**src/rtl/sweep_tuner_pkg.sv**
```systemverilog
package sweep_tuner_pkg;

   typedef enum logic [2:0] {
      ST_IDLE   = 3'd0,
      ST_LOAD   = 3'd1,
      ST_ISSUE  = 3'd2,
      ST_WAIT   = 3'd3,
      ST_FINISH = 3'd4
   } tune_state_e;

   typedef enum logic {
      FLD_CMD  = 1'b0,
      FLD_DATA = 1'b1
   } field_sel_e;

endpackage

```
**src/rtl/sweep_tuner_store.sv**
```systemverilog
module sweep_tuner_store #(
   parameter int NUM_MODES = 9,
   parameter int WORD_W    = 32,
   parameter int MODE_W    = 4
) (
   input  logic              clk,
   input  logic              rst_n,
   input  logic              wr_en,
   input  logic [MODE_W-1:0] wr_idx,
   input  logic [WORD_W-1:0] wr_word,
   input  logic [MODE_W-1:0] rd_idx,
   output logic [WORD_W-1:0] rd_word
);

   logic [WORD_W-1:0] ent_w [NUM_MODES];

   for (genvar g = 0; g < NUM_MODES; g++) begin : g_ent
      logic [WORD_W-1:0] ent_q;
      always_ff @(posedge clk or negedge rst_n) begin
         if (!rst_n) begin
            ent_q <= '0;
         end else if (wr_en && (wr_idx == MODE_W'(g))) begin
            ent_q <= wr_word;
         end
      end
      assign ent_w[g] = ent_q;
   end

   always_comb begin
      rd_word = '0;
      for (int i = 0; i < NUM_MODES; i++) begin
         if (rd_idx == MODE_W'(i)) rd_word = ent_w[i];
      end
   end

endmodule

```
**src/rtl/sweep_tuner_field.sv**
```systemverilog
module sweep_tuner_field #(
   parameter int WORD_W   = 32,
   parameter int DLY_W    = 8,
   parameter int CMD_LSB  = 8,
   parameter int DATA_LSB = 16
) (
   input  logic [WORD_W-1:0] word_in,
   input  logic [DLY_W-1:0]  dly,
   input  logic              use_data,
   output logic [WORD_W-1:0] word_out
);

   localparam int NUM_FLD = 2;

   logic [WORD_W-1:0] cand_w [NUM_FLD];

   for (genvar g = 0; g < NUM_FLD; g++) begin : g_fld
      localparam int LSB = (g == 0) ? CMD_LSB : DATA_LSB;
      logic [WORD_W-1:0] ins;
      always_comb begin
         ins                = word_in;
         ins[LSB +: DLY_W]  = dly;
      end
      assign cand_w[g] = ins;
   end

   assign word_out = use_data ? cand_w[1] : cand_w[0];

endmodule

```
**src/rtl/sweep_tuner_window.sv**
```systemverilog
module sweep_tuner_window #(
   parameter int DLY_W = 8,
   parameter int LEN_W = DLY_W + 1
) (
   input  logic             clk,
   input  logic             rst_n,
   input  logic             clear,
   input  logic             step,
   input  logic             pass,
   input  logic [DLY_W-1:0] idx,
   output logic             found,
   output logic [DLY_W-1:0] mid
);

   logic [LEN_W-1:0] run_q;
   logic [LEN_W-1:0] best_len_q;
   logic [DLY_W-1:0] best_end_q;
   logic [LEN_W-1:0] fin_len;
   logic [DLY_W-1:0] fin_end;

   always_ff @(posedge clk or negedge rst_n) begin
      if (!rst_n) begin
         run_q      <= '0;
         best_len_q <= '0;
         best_end_q <= '0;
      end else if (clear) begin
         run_q      <= '0;
         best_len_q <= '0;
         best_end_q <= '0;
      end else if (step) begin
         if (pass) begin
            run_q <= run_q + 1'b1;
         end else begin
            // strict compare: an equal later run never replaces the earlier one
            if (run_q > best_len_q) begin
               best_len_q <= run_q;
               best_end_q <= idx - 1'b1;
            end
            run_q <= '0;
         end
      end
   end

   // a run still open at the last index competes with that index as its end
   always_comb begin
      if (run_q > best_len_q) begin
         fin_len = run_q;
         fin_end = idx;
      end else begin
         fin_len = best_len_q;
         fin_end = best_end_q;
      end
   end

   assign found = (fin_len != '0);
   assign mid   = fin_end - DLY_W'((fin_len - 1'b1) >> 1);

   p_run_clears_r5: assert property (@(posedge clk) disable iff (!rst_n)
      (step && !pass && !clear) |=> (run_q == '0));

   p_best_monotonic_r5: assert property (@(posedge clk) disable iff (!rst_n)
      !clear |=> (best_len_q >= $past(best_len_q)));

endmodule

```
**src/rtl/sweep_tuner.sv**
```systemverilog
module sweep_tuner
   import sweep_tuner_pkg::*;
#(
   parameter int DLY_W     = 8,
   parameter int WORD_W    = 32,
   parameter int NUM_MODES = 9,
   parameter int CMD_LSB   = 8,
   parameter int DATA_LSB  = 16,
   parameter int COMP_LSB  = 24,
   parameter int COMP_W    = 4,
   localparam int MODE_W   = (NUM_MODES > 1) ? $clog2(NUM_MODES) : 1
) (
   input  logic              clk,
   input  logic              rst_n,
   input  logic              start,
   input  logic              tune_data,
   input  logic [MODE_W-1:0] mode_sel,
   input  logic              ld_en,
   input  logic [MODE_W-1:0] ld_mode,
   input  logic [WORD_W-1:0] ld_word,
   input  logic              cfg_wr_en,
   input  logic [WORD_W-1:0] cfg_wr_data,
   output logic [WORD_W-1:0] cfg_word,
   output logic              test_req,
   output logic [DLY_W-1:0]  test_dly,
   input  logic              test_done,
   input  logic              test_pass,
   output logic [WORD_W-1:0] active_word,
   output logic [DLY_W-1:0]  best_dly,
   output logic              tune_err,
   output logic              busy,
   output logic              tune_done
);

   localparam int               LEN_W   = DLY_W + 1;
   localparam logic [DLY_W-1:0] LAST    = '1;
   localparam logic [WORD_W-1:0] FLD_ONE = WORD_W'((1 << DLY_W) - 1);

   // ---------------- elaboration checks ----------------
   if (DLY_W < 1 || DLY_W > 16) begin : g_bad_dly
      $error("sweep_tuner: DLY_W out of range");
   end
   if (CMD_LSB + DLY_W > WORD_W || DATA_LSB + DLY_W > WORD_W) begin : g_bad_fld
      $error("sweep_tuner: delay field outside the word");
   end
   if ((CMD_LSB < DATA_LSB + DLY_W) && (DATA_LSB < CMD_LSB + DLY_W)) begin : g_overlap
      $error("sweep_tuner: command and data fields overlap");
   end
   if (COMP_LSB + COMP_W > WORD_W) begin : g_bad_comp
      $error("sweep_tuner: compensation field outside the word");
   end
   if (NUM_MODES < 1) begin : g_bad_modes
      $error("sweep_tuner: NUM_MODES must be positive");
   end

   // ---------------- state ----------------
   tune_state_e       state_q;
   logic [MODE_W-1:0] mode_q;
   field_sel_e        fsel_q;
   logic [DLY_W-1:0]  idx_q;
   logic [WORD_W-1:0] base_q;
   logic [WORD_W-1:0] active_q;
   logic [WORD_W-1:0] cfg_q;
   logic [DLY_W-1:0]  best_q;
   logic              err_q;
   logic              req_q;
   logic              done_q;

   logic [WORD_W-1:0] rd_word;
   logic [WORD_W-1:0] trial_word;
   logic [WORD_W-1:0] final_word;
   logic              win_found;
   logic [DLY_W-1:0]  win_mid;
   logic              store_we;
   logic [MODE_W-1:0] store_idx;
   logic [WORD_W-1:0] store_word;
   logic              finishing;
   logic              idle;

   assign idle      = (state_q == ST_IDLE);
   assign finishing = (state_q == ST_FINISH);

   // ---------------- per-mode word table ----------------
   assign store_we   = (finishing && win_found) || (ld_en && idle);
   assign store_idx  = finishing ? mode_q     : ld_mode;
   assign store_word = finishing ? final_word : ld_word;

   sweep_tuner_store #(
      .NUM_MODES (NUM_MODES),
      .WORD_W    (WORD_W),
      .MODE_W    (MODE_W)
   ) u_store (
      .clk     (clk),
      .rst_n   (rst_n),
      .wr_en   (store_we),
      .wr_idx  (store_idx),
      .wr_word (store_word),
      .rd_idx  (mode_q),
      .rd_word (rd_word)
   );

   // ---------------- field insertion ----------------
   sweep_tuner_field #(
      .WORD_W   (WORD_W),
      .DLY_W    (DLY_W),
      .CMD_LSB  (CMD_LSB),
      .DATA_LSB (DATA_LSB)
   ) u_trial_fld (
      .word_in  (base_q),
      .dly      (idx_q),
      .use_data (fsel_q == FLD_DATA),
      .word_out (trial_word)
   );

   sweep_tuner_field #(
      .WORD_W   (WORD_W),
      .DLY_W    (DLY_W),
      .CMD_LSB  (CMD_LSB),
      .DATA_LSB (DATA_LSB)
   ) u_final_fld (
      .word_in  (base_q),
      .dly      (win_mid),
      .use_data (fsel_q == FLD_DATA),
      .word_out (final_word)
   );

   // ---------------- passing-window tracker ----------------
   sweep_tuner_window #(
      .DLY_W (DLY_W),
      .LEN_W (LEN_W)
   ) u_window (
      .clk   (clk),
      .rst_n (rst_n),
      .clear (state_q == ST_LOAD),
      .step  ((state_q == ST_WAIT) && test_done),
      .pass  (test_pass),
      .idx   (idx_q),
      .found (win_found),
      .mid   (win_mid)
   );

   // ---------------- sequencer ----------------
   always_ff @(posedge clk or negedge rst_n) begin
      if (!rst_n) begin
         state_q  <= ST_IDLE;
         mode_q   <= '0;
         fsel_q   <= FLD_CMD;
         idx_q    <= '0;
         base_q   <= '0;
         active_q <= '0;
         cfg_q    <= '0;
         best_q   <= '0;
         err_q    <= 1'b0;
         req_q    <= 1'b0;
         done_q   <= 1'b0;
      end else begin
         done_q <= 1'b0;
         unique case (state_q)
            ST_IDLE: begin
               if (start) begin
                  mode_q                       <= mode_sel;
                  fsel_q                       <= field_sel_e'(tune_data);
                  cfg_q[COMP_LSB +: COMP_W]    <= '0;
                  state_q                      <= ST_LOAD;
               end else if (cfg_wr_en) begin
                  cfg_q <= cfg_wr_data;
               end
            end
            ST_LOAD: begin
               base_q   <= rd_word;
               active_q <= rd_word;
               idx_q    <= '0;
               state_q  <= ST_ISSUE;
            end
            ST_ISSUE: begin
               active_q <= trial_word;
               req_q    <= 1'b1;
               state_q  <= ST_WAIT;
            end
            ST_WAIT: begin
               if (test_done) begin
                  req_q <= 1'b0;
                  if (idx_q == LAST) begin
                     state_q <= ST_FINISH;
                  end else begin
                     idx_q   <= idx_q + 1'b1;
                     state_q <= ST_ISSUE;
                  end
               end
            end
            ST_FINISH: begin
               done_q  <= 1'b1;
               state_q <= ST_IDLE;
               if (win_found) begin
                  active_q <= final_word;
                  best_q   <= win_mid;
                  err_q    <= 1'b0;
               end else begin
                  active_q <= base_q;
                  best_q   <= '0;
                  err_q    <= 1'b1;
               end
            end
            default: state_q <= ST_IDLE;
         endcase
      end
   end

   assign cfg_word    = cfg_q;
   assign test_req    = req_q;
   assign test_dly    = idx_q;
   assign active_word = active_q;
   assign best_dly    = best_q;
   assign tune_err    = err_q;
   assign busy        = !idle;
   assign tune_done   = done_q;

   // ---------------- assertions ----------------
   logic [WORD_W-1:0] keep_mask;
   assign keep_mask = ~(FLD_ONE << ((fsel_q == FLD_DATA) ? DATA_LSB : CMD_LSB));

   p_req_hold_r2: assert property (@(posedge clk) disable iff (!rst_n)
      (test_req && !test_done) |=> (test_req && $stable(test_dly)));

   p_dly_step_r2: assert property (@(posedge clk) disable iff (!rst_n)
      (test_req && test_done && (test_dly != LAST)) |=>
         (!test_req && (test_dly == DLY_W'($past(test_dly) + 1'b1))));

   p_keep_bits_r3: assert property (@(posedge clk) disable iff (!rst_n)
      test_req |-> ((active_word & keep_mask) == (base_q & keep_mask)));

   p_comp_off_r4: assert property (@(posedge clk) disable iff (!rst_n)
      busy |-> (cfg_word[COMP_LSB +: COMP_W] == '0));

   p_err_word_r7: assert property (@(posedge clk) disable iff (!rst_n)
      (tune_done && tune_err) |-> (active_word == base_q));

   p_done_pulse_r10: assert property (@(posedge clk) disable iff (!rst_n)
      tune_done |-> (!busy && !test_req) ##1 !tune_done);

endmodule

```
**config.mk**
```make
export PLATFORM = sky130hd
export DESIGN_NAME = sweep_tuner
export DESIGN_NICKNAME = d
export VERILOG_FILES = /design/src/rtl/sweep_tuner_pkg.sv /design/src/rtl/sweep_tuner_store.sv /design/src/rtl/sweep_tuner_field.sv /design/src/rtl/sweep_tuner_window.sv /design/src/rtl/sweep_tuner.sv
export SDC_FILE = /design/constraint.sdc
export NUM_CORES = 1
export LEC_CHECK = 0
export BUFFER_PORTS_ARGS = -buffer_cell sky130_fd_sc_hd__buf_2
export CAP_MARGIN = 20
export CORE_MARGIN = 2
export CORE_UTILIZATION = 50
export DETAILED_ROUTE_END_ITERATION = 6
export PLACE_DENSITY = 0.68
export SLEW_MARGIN = 10
export SYNTH_ARGS = -nofsm -noshare
export SYNTH_HDL_FRONTEND = slang
export SYNTH_SLANG_ARGS = --single-unit
export TNS_END_PERCENT = 50
```
**constraint.sdc**
```tcl
create_clock -name clk -period 12.92 [get_ports clk]
set_input_delay 0.646 -clock clk [delete_from_list [all_inputs] [get_ports clk]]
set_output_delay 0.646 -clock clk [all_outputs]
set_load 0.01 [all_outputs]
```
Yosys cells after proc, flatten, opt, wreduce, memory -nomap -nowiden --
Cells that the tools add are included. Widths: inputs -> output; s select.
Storage, ports and cells: register bits 437, bits of input ports 80, logic and storage cells 129
Operators by class: muxes and demuxes 41, reduce and logical (&&, ||, !) cells 32, $add $sub $neg 5, equality and inequality tests 25, bitwise operators 1, $lt $le $gt $ge 1
Operators with widths (number):
- $mux 32 | 10
- $pmux 32 s3 | 1
- $mux 24 | 3
- $mux 8 | 8
- $mux 9 | 7
- $eq 4x3->1 const B | 8
- $mux 28 | 1
- $eq 4x2->1 const B | 4
- $pmux 8 s2 | 1
- $logic_and 1x1->1 | 12
- $pmux 3 s4 | 1
- $reduce_and 2->1 | 5
- $reduce_bool 2->1 | 5
- $add 9x1->9 const B | 1
- $gt 9x9->1 | 1
- $mux 3 | 3
- $reduce_and 3->1 | 3
- $reduce_bool 9->1 | 1
- $sub 9x1->9 const B | 1
- $add 8x1->8 const B | 1
- $eq 4x1->1 const B | 2
- $eq 4x4->1 const B | 2
- $eq 8x8->1 const B | 1
- $logic_not 4->1 | 2
- other kinds (15) | 21

Longest topological paths before layout --
Gate-level depths: netlist (run 1).
word-level depth 11, depth in mapped cells 21, gate-level depth less buffers 20

Modules after synthesis --
A second synthesis (run 1) with hierarchy kept.
Unflattened totals: cell total of the unflattened synthesis 2049, area total of the unflattened synthesis 22773.1 µm²
By module, submodules not included:
- sweep_tuner_store | area each 13915.8 µm², times used 1, cells each 1123
- sweep_tuner | area each 5960.7 µm², times used 1, cells each 613
- sweep_tuner_window | area each 2158.3 µm², times used 1, cells each 245
- sweep_tuner_field | area each 369.1 µm², times used 2, cells each 34

Worst setup path after synthesis (run 1) --
Ideal clock, no wire load.
path kind register -> register, from register u_window.run_q[7], to register u_store.g_ent[0].ent_q[15], setup slack 8.325 ns, cell stages (with the launch flop) 19, library setup time 0.139 ns, required time 12.781 ns, data arrival time 4.455 ns, path through dfrtp_1 ha_1 nand4_2 a211o_1 and3_4 buf_6 nor2_2 mux2i_1 ha_1 inv_1 xnor2_1 ha_1 nor2b_1 o21ai_0 a21oi_1 o41ai_1 xnor3_2 a21oi_4 o31ai_1
On the way: cells in the longest elaborated chain, start to end 6, elaborated cells between the ends (all ways) 11, classes of those cells add/sub (2); order compare (1); mux (4); reduce/logical (4)
RTL lines:
- from (decl) | RTL line sweep_tuner_window.sv:15 | logic [LEN_W-1:0] run_q;
- from (signal assigned) | RTL line sweep_tuner_window.sv:32 | run_q <= run_q + 1'b1;
- $gt 9x9->1 | RTL line sweep_tuner_window.sv:46 | if (run_q > best_len_q) begin
- $mux 9 | RTL line sweep_tuner_window.sv:46
- $sub 9x1->9 or $reduce_bool 9->1 (tied branches) | RTL line sweep_tuner_window.sv:56, sweep_tuner_window.sv:55
- $sub 8x8->8 or $logic_and 1x1->1 (tied branches) | RTL line sweep_tuner_window.sv:56, sweep_tuner.sv:84
- $mux 24 or $logic_or 1x1->1 (tied branches) | RTL line sweep_tuner_field.sv:27, sweep_tuner.sv:84
- $mux 32 or $logic_and 1x1->1 (tied branches) | RTL line sweep_tuner.sv:86, sweep_tuner_store.sv:22
- to (signal assigned) | RTL line sweep_tuner_store.sv:23 | ent_q <= wr_word;
- to (decl) | RTL line sweep_tuner_store.sv:18 | logic [WORD_W-1:0] ent_q;
Several ways; a longest one is shown, not always the timed one. A chain may end at the register's enable or synchronous reset.

Final worst setup path (run 1) --
from register u_window.run_q[8], to register u_store.g_ent[7].ent_q[15]
On the way: cells in the longest elaborated chain, start to end 6, elaborated cells between the ends (all ways) 11, classes of those cells add/sub (2); order compare (1); mux (4); reduce/logical (4)
RTL lines (RTL line):
- $gt 9x9->1 | sweep_tuner_window.sv:46
- $mux 9 | sweep_tuner_window.sv:46
- $sub 9x1->9 or $reduce_bool 9->1 (tied branches) | sweep_tuner_window.sv:56, sweep_tuner_window.sv:55
- $sub 8x8->8 or $logic_and 1x1->1 (tied branches) | sweep_tuner_window.sv:56, sweep_tuner.sv:84
- $mux 24 or $logic_or 1x1->1 (tied branches) | sweep_tuner_field.sv:27, sweep_tuner.sv:84
- $mux 32 or $logic_and 1x1->1 (tied branches) | sweep_tuner.sv:86, sweep_tuner_store.sv:22
- to (signal assigned) | sweep_tuner_store.sv:23
- to (decl) | sweep_tuner_store.sv:18
Several ways; a longest one is shown, not always the timed one.

==> results of run 1 <==
where the power goes:
part	total, mW	leakage [nW]	switching (mW)	internal [mW]
sequential	1.48	5.80	0.0665	1.41
combinational	1.23	4.35	0.778	0.448
clock	1.40	0.793	0.556	0.848
kinds of logic (layout without fill, tap and decap cells):
family                   after synthesis  after routing  synth area share [%]
AO/OA/AOI/OAI                        635            635                 19.80
AND/OR/NAND/NOR                      617            617                 12.70
flip-flops                           437            437                 53.40
buffers and inverters                169            309                 3.709
multiplexers                         111            111                 7.607
XOR/XNOR                              31             31                 1.399
adder cells (fa/ha/maj)               22             22                 1.381
other                                  0              1                     0
metal layers:
layer  global-route usage, %  routed length, µm  vias to the layer above
li1                        -                  -                     7437
met1                   37.13              24500                     8023
met2                   43.23              26850                      503
met3                   4.983               3479                      109
met4                   11.15               1906                        0
met5                       0                  0                        -
layout by cell type (no fill, tap or decap), types with 33 or more instances in the layout:
| master | count |
|---|---|
| nand3_1 | 47 |
| o21ai_1 | 48 |
| o21ai_0 | 296 |
| mux2i_1 | 33 |
| mux2_2 | 47 |
| nor2_1 | 67 |
| dfrtp_1 | 435 |
| clkbuf_16 | 50 |
| a21oi_1 | 75 |
| nand2_1 | 423 |
| buf_2 | 162 |
state kept, by name, summed over array words and instances (netlist names), 3 cells and up:
register / flops
u_store.g_ent.ent_q: 288
test_dly: 8
u_window.best_end_q: 8
mode_q: 4
u_window.best_len_q: 9
best_dly: 8
u_window.run_q: 9
base_q: 32
state_q: 3
active_word: 32
cfg_word: 32
worst paths after layout:
check | from | end | slack, ns
max | u_window.run_q[8] | u_store.g_ent[7].ent_q[15] | 6.86
min | rst_n | best_dly[1] | 0.11
max reg2reg | u_window.run_q[8] | u_store.g_ent[7].ent_q[15] | 6.86
min reg2reg | best_dly[6] | best_dly[6] | 0.47
max in group asynchronous | rst_n | u_store.g_ent[0].ent_q[27] | 10.43
min in group clk | cfg_wr_data[4] | cfg_word[4] | 0.29
worst max-delay path, delay by kind of cell, from the launching register on:
family,cells,cell delay (ns)
buf+inv,1,0.12
compound gates,6,1.66
simple gates,4,1.26
fa+ha+maj,3,1.05
mux,1,0.39
flops,1,0.50
xor+xnor,2,0.91
layout make-up:
class                      instances  share of cell area (%)
sequential                       437                   47.01
multi-input combinational       1416                   37.92
clock buffer                      72                   6.027
timing repair buffer             195                   4.828
tap                              532                   2.860
clock inverter                    13                  0.8817
inverter                          29                  0.4677
antenna                            1                 0.01075
==> flow_summary.yaml, run 1 <==
sta:
  min_period_ns: 6.059
  holdWs_ns: 0.1106
  grt_setup_unrepaired: "false"
  drv_slew: 0
  period_share_pct: 46.90
  finClkSkew_ns: 0.01477
  setup_violations: 0
  hold_viol_final: 0
  fmax_ghz: 0.1650
  setup_ws_ns: 6.861
  max-slew-margin-rel_pct: 27.80
  finalSetupTns_ns: 0
  max_slew.worst_pin.slew_ns: 1.079
logic_synthesis:
  synth.area.top_cells: "dfrtp_1 53%, nand2_1 7.8%, o21ai_0 7.2%"
  avgSynthCellArea_um2: 10.13
  postSynthCellCount: 2022
  synth_top_flop_cell: "dfrtp_1"
  ys_warn_count: 0
  syn-num-nets: 2124
  async_flop_share_pct: 100.0
  netlist_area_um2: 20480
  yosysMostFrequentCell: "dfrtp_1"
  synth-seq-cells: 437
  synth_edf_count: 0
  synth_top_area_share_pct: 53.40
  ys_types: 80
  synthTopCellsByCount: "437 x dfrtp_1, 425 x nand2_1, 296 x o21ai_0"
  synth-seq-area-share_pct: 53.40
  synth_top_area_cell: "dfrtp_1"
flow_run:
  drv_cap: 0
setup_path:
  cpMostUsedCell: "ha_1"
  ff2ff_path_depth: 17
  arrival_ns: 6.49
  cp_slowest_stage_delay_ns: 0.71
  cp-start-kind: "flip-flop"
  slowest_stage: "nor2_2"
  worstPathRequired_ns: 13.35
  endpoint_kind: "flip-flop"
  crit_fanout: 18
  worstSetupPathType: "flip-flop to flip-flop"
  path_cells: "ha_1 > nand4_2 > a211o_1 > and3_4 > nor2_2 > mux2i_1 > ha_1 > inv_1 > xnor2_1 > ha_1 > nor2b_1 > o21ai_0 > a21oi_1 > o41ai_1 > xnor3_2 > a21oi_4 > o31ai_1"
place:
  dp.cells: 2606
  post-place-ws_ns: 6.867
  placed_area_um2: 21600
  post-dp-hpwl_um: 35500
  portBuffers: 163
  gp_congestion: 0.9428
global_routing:
  grt_pass1_wl_um: 89290
  grt_usage_pct: 27.25
  grt_max_degree: 172
  grt.overflow.total: 0
  grt_pass1_vias: 15860
  grt_antenna_before_repair: 0
cts:
  ctsHtreeMaxLevel: 2
  cts_buffers: 47
  cts.sinks: 437
  hold_buffers: 0
  cts_setup_buffers: 0
  clkLatencyLatePin_ns: 0.58
  cts_resized: 0
  clock_path_buffers: 3
  clk_pin_slew_worst_paths_ns: 0.06
  root_buffer: "clkbuf_16"
  cts_tree: "yes"
drt:
  vias: 16070
  via_per_inst: 5.964
  drt_iter0_drc: 1396
  dr.pass1.iters: 5
  drc: 0
  totalWireLength_um: 56730
  wl_per_cell_um: 21.05
  antenna_left: 0
power_and_ir_drop:
  p_total_mw: 4.109
  leakagePower_nw: 10.94
  powerDensity_nw_per_um2: 176.5
  vdd_ir_drop_max_mv: 0.1899
layout:
  nets: 2228
  utilization_pct: 57.26
  fin_cells: 2695
  multi_input_area_um2: 8825
  post-route-cell-area_um2: 23270
  area_growth_pct: 13.66
  drive_gt1_share_pct: 17.99
  fillers: 3477
  seqCellArea_um2: 10940
die:
  io_pins: 164
  die_w_um: 206.4
  die_area_um2: 42590
  rows: 74
  core_um2: 40650
  initial_core_util_pct: 50.38
  die_h_um: 206.4
worst_hold_path:
  hold_path_class: "input port to async pin"
run_status:
  run_status: "complete, no violations"
No activity file was read; power rests on OpenSTA's default activity.
==> inputs of run 2 (changes only) <==
clock period = 6.3 ns   (was 12.92 ns; I/O delays follow)
==> flow_summary.yaml, run 2 (synthesis gave the netlist of run 1 again) <==
sta:
  setup_ws_ns: 0.8039
  drv_slew: 0
  fmax_ghz: 0.1819
  grt_setup_unrepaired: "false"
  max-slew-margin-rel_pct: 27.66
  period_share_pct: 87.24
  finalSetupTns_ns: 0
  setup_violations: 0
  hold_viol_final: 0
  min_period_ns: 5.496
  max_slew.worst_pin.slew_ns: 1.081
  finClkSkew_ns: 0.02888
setup_path:
  crit_fanout: 18
  cp-start-kind: "flip-flop"
  cpMostUsedCell: "ha_1"
  worstSetupPathType: "flip-flop to flip-flop"
  worstPathRequired_ns: 6.73
  worstPathBufferInverterCount: 2
  worst_path_dominant_cell_family: "compound AO/OA/AOI/OAI gates"
  endpoint_kind: "flip-flop"
  path_cells: "ha_1 > nand4_2 > a211o_1 > and3_4 > nor2_2 > buf_4 > mux2i_1 > ha_1 > inv_1 > xnor2_1 > ha_1 > nor2b_1 > o21ai_0 > a21oi_1 > o41ai_1 > xnor3_2 > a21oi_4 > o31ai_1"
  arrival_ns: 5.92
  slowest_stage: "xnor3_2"
  cp_slowest_stage_delay_ns: 0.58
flow_run:
  drv_cap: 0
global_routing:
  grt_pass1_vias: 16420
  grt_antenna_before_repair: 1
  grt_pass1_wl_um: 91130
  grt_usage_pct: 27.63
  grt_max_degree: 129
  grt.overflow.total: 0
drt:
  via_per_inst: 5.905
  wl_per_cell_um: 20.83
  antenna_left: 0
  drc: 0
  totalWireLength_um: 57010
  vias: 16160
  drt_iter0_drc: 1387
  dr.pass1.iters: 6
layout:
  layout_common_cells: "435 x dfrtp_1, 423 x nand2_1, 296 x o21ai_0, 162 x buf_2, 75 x a21oi_1"
  drive_gt1_share_pct: 18.19
  largest_reg_flops: 288
  fillers: 3460
  area_growth_pct: 15.28
  fin_cells: 2737
  layout_commonest_cell: "dfrtp_1"
  regMostFlops: "u_store.g_ent.ent_q"
  utilization_pct: 58.07
  nets: 2268
cts:
  ctsHtreeMaxLevel: 2
  clock_path_buffers: 3
  clk_pin_slew_worst_paths_ns: 0.06
  cts_setup_buffers: 0
  cts.sinks: 437
  cts_buffers: 47
  clkLatencyLatePin_ns: 0.60
  cts_tree: "yes"
  root_buffer: "clkbuf_16"
place:
  gp_congestion: 0.9082
  portBuffers: 163
  post-dp-hpwl_um: 36270
  dp.cells: 2612
  post-place-ws_ns: 0.8316
die:
  die_h_um: 206.4
  core_um2: 40650
  rows: 74
  die_w_um: 206.4
  initial_core_util_pct: 50.38
  io_pins: 164
  die_area_um2: 42590
run_status:
  run_status: "complete, no violations"
power_and_ir_drop:
  leakagePower_nw: 11.09
  powerDensity_nw_per_um2: 358.3
  vdd_ir_drop_max_mv: 0.4279
worst_hold_path:
  hold_path_class: "input port to flip-flop"
## run 2: cell types whose count changed in the layout (fill, tap and decap cells not counted), sizes merged
cell,previous run,this run
clkbuf,73,68
buf,194,200
clkinvlp,0,2
dlygate4sd3,0,35
clkinv,8,14
bufinv,5,3
## run 2: final cells by class
class	count	area, µm²	share of cell area, %
Antenna cell	1	2.502	0.01060
Clock buffer	68	1386	5.873
Clock inverter	19	190.2	0.8057
Inverter	29	108.9	0.4611
Multi-Input combinational cell	1416	8825	37.38
Sequential cell	437	10940	46.35
Tap cell	532	665.6	2.820
Timing Repair Buffer	235	1486	6.297
## run 2: what timing repair did
action	4_1_cts	5_1_grt
endpoints found under the hold margin	140	0
resized for setup	0	0
hold buffers	35	0
## run 2: worst paths after layout
check,slack (ns),endpoint,depth (start not counted),from
worst min register to register,0.47,best_dly[6],2,best_dly[6]
max in group asynchronous,4.46,base_q[5],3,rst_n
worst max-delay path,0.80,u_store.g_ent[6].ent_q[23],18,u_window.run_q[8]
worst max register to register,0.80,u_store.g_ent[6].ent_q[23],18,u_window.run_q[8]
worst min-delay path,0.04,cfg_word[26],3,cfg_wr_data[26]
min in group asynchronous,0.36,best_dly[6],2,rst_n
## run 2: power by group
group          total, mW  internal [mW]  switching, mW
clock               2.81           1.65           1.16
sequential          3.04           2.90          0.139
combinational       2.61          0.989           1.62
## run 2: per-layer routing
metal / routed length [µm] / GRT usage [%]
met2: 27180 / 45.51
met4: 2103 / 10.94
met3: 3536 / 3.989
met5: 0 / 0
met1: 24190 / 37.04
## run 2: tightest hold or removal path, stage by stage
cell     delay, ns
buf_2         0.07
a31oi_1       0.06
o21ai_0       0.13
## run 2: per-stage QoR
stage	power [mW]	hold WS [ns]	area, µm²
5_1_grt	8.851	0.06057	23610
3_3_place_gp	5.604	0.4394	21640
2_1_floorplan	4.828	0.01941	20480
4_1_cts	8.465	0.01696	23570
6_report	8.458	0.03835	23610
3_5_place_dp	5.635	0.4439	21640
==> inputs of run 3 (changes only) <==
CORE_MARGIN = unset   (was 2)
==> flow_summary.yaml, run 3 (synthesis gave the netlist of run 1 again) <==
layout:
  drive_gt1_share_pct: 18.00
  diodes: 0
  fillers: 3386
  layout_common_cells: "435 x dfrtp_1, 423 x nand2_1, 296 x o21ai_0, 162 x buf_2, 75 x a21oi_1"
  regMostFlops: "u_store.g_ent.ent_q"
  utilization_pct: 58.85
  fin_cells: 2730
  area_growth_pct: 15.25
  nets: 2270
  largest_reg_flops: 288
  layout_commonest_cell: "dfrtp_1"
run_status:
  run_status: "complete, but fails checks"
  failed_checks: "design-rule violations"
sta:
  max_slew.worst_pin.slew_ns: 1.086
  finalSetupTns_ns: 0
  max-slew-margin-rel_pct: 27.34
  holdWs_ns: 0.03264
  setup_violations: 0
  period_share_pct: 86.61
  finClkSkew_ns: 0.02715
  fmax_ghz: 0.1833
  drv_slew: 0
  hold_viol_final: 0
  min_period_ns: 5.457
  grt_setup_unrepaired: "false"
drt:
  dr.pass1.iters: 7
  antenna_left: 0
  totalWireLength_um: 56930
  vias: 16290
  wl_per_cell_um: 20.85
  drt_iter0_drc: 1474
  via_per_inst: 5.967
  drc: 1
die:
  initial_core_util_pct: 51.07
  io_pins: 164
  die_h_um: 204.4
  core_um2: 40100
  die_area_um2: 41770
  rows: 73
  die_w_um: 204.4
setup_path:
  crit_fanout: 18
  ff2ff_path_depth: 18
  regToRegEndpoint: "u_store.g_ent[1].ent_q[23]"
  arrival_ns: 5.89
  cp-start-kind: "flip-flop"
  endpoint_kind: "flip-flop"
  worstSetupPathType: "flip-flop to flip-flop"
  rrSetupSlack_ns: 0.84
  worstPathRequired_ns: 6.73
  r2r-start: "u_window.run_q[8]"
cts:
  clkLatencyLatePin_ns: 0.60
  cts_resized: 0
  hold_buffers: 35
  clk_pin_slew_worst_paths_ns: 0.06
  ctsHtreeMaxLevel: 2
  cts_setup_buffers: 0
  root_buffer: "clkbuf_16"
  cts_tree: "yes"
  cts_buffers: 48
  cts.sinks: 437
  clock_path_buffers: 3
flow_run:
  drv_cap: 0
place:
  gp_congestion: 0.9512
  post-dp-hpwl_um: 36460
  portBuffers: 163
  dp.cells: 2605
power_and_ir_drop:
  powerDensity_nw_per_um2: 356.4
  vdd_ir_drop_max_mv: 0.3845
  p_total_mw: 8.410
  leakagePower_nw: 11.08
global_routing:
  grt_max_degree: 158
  met2_usage_pct: 46.38
  busiest_layer: "met2"
  use_met1_pct: 38.16
  grt.overflow.total: 0
  use_met3_pct: 4.353
  grt_pass1_wl_um: 91940
  grt_antenna_before_repair: 0
  grt_pass1_vias: 16530
  grt_usage_pct: 28.27
worst_hold_path:
  min_from: "cfg_wr_data[26]"
  holdPathEnd: "cfg_word[26]"
  hold_path_class: "input port to flip-flop"
  hold_depth: 3
-- run 3: power breakdown --
| part | internal [mW] | total (mW) | switching, mW |
|---|---|---|---|
| registers | 2.90 | 3.04 | 0.138 |
| logic | 0.979 | 2.61 | 1.63 |
| clock network | 1.61 | 2.76 | 1.15 |
-- run 3: how the worst max path moves through the flow --
stage	startpoint	endpoint	slack, ns	cells after the start
2_1_floorplan	u_window.run_q[7]	u_store.g_ent[0].ent_q[15]	1.71	18
3_3_place_gp	u_window.run_q[8]	u_store.g_ent[4].ent_q[15]	1.12	18
3_5_place_dp	u_window.run_q[8]	u_store.g_ent[1].ent_q[23]	0.92	18
4_1_cts	u_window.run_q[8]	u_store.g_ent[1].ent_q[23]	0.86	18
5_1_grt	u_window.run_q[8]	u_store.g_ent[3].ent_q[15]	0.55	18
6_report	u_window.run_q[8]	u_store.g_ent[1].ent_q[23]	0.84	18
-- run 3: cell type report --
| cell class | count | area, µm² | share of cell area, % |
|---|---|---|---|
| sequential | 437 | 10940 | 46.36 |
| timing repair buffer | 236 | 1518 | 6.431 |
| tap | 525 | 656.9 | 2.784 |
| clock buffer | 73 | 1395 | 5.912 |
| inverter | 29 | 108.9 | 0.4613 |
| clock inverter | 14 | 152.6 | 0.6468 |
| multi-input combinational | 1416 | 8827 | 37.41 |
-- run 3: per-layer routing --
layer  up-vias  wire (µm)
met5         -          0
met4         0       1714
met3       106       3066
met2       504      27530
met1      8154      24620
li1       7525          -
-- run 3: per-stage QoR --
step                      area [µm²]  setup slack, ns
after floorplan                20480            1.705
after global placement         21630            1.122
after detailed placement       21640           0.9171
after CTS                      23540           0.8600
after global routing           23600           0.5540
final                          23600           0.8433
-- run 3: critical path, cell delays in order (launching register included) --
cell and delay, ns:
dfrtp_1 0.51, ha_1 0.41, nand4_2 0.18, a211o_1 0.39, and3_4 0.25, nor2_2 0.10, buf_4 0.25, mux2i_1 0.32
ha_1 0.34, inv_1 0.10, xnor2_1 0.28, ha_1 0.28, nor2b_1 0.12, o21ai_0 0.20, a21oi_1 0.15, o41ai_1 0.37
xnor3_2 0.58, a21oi_4 0.32, o31ai_1 0.14
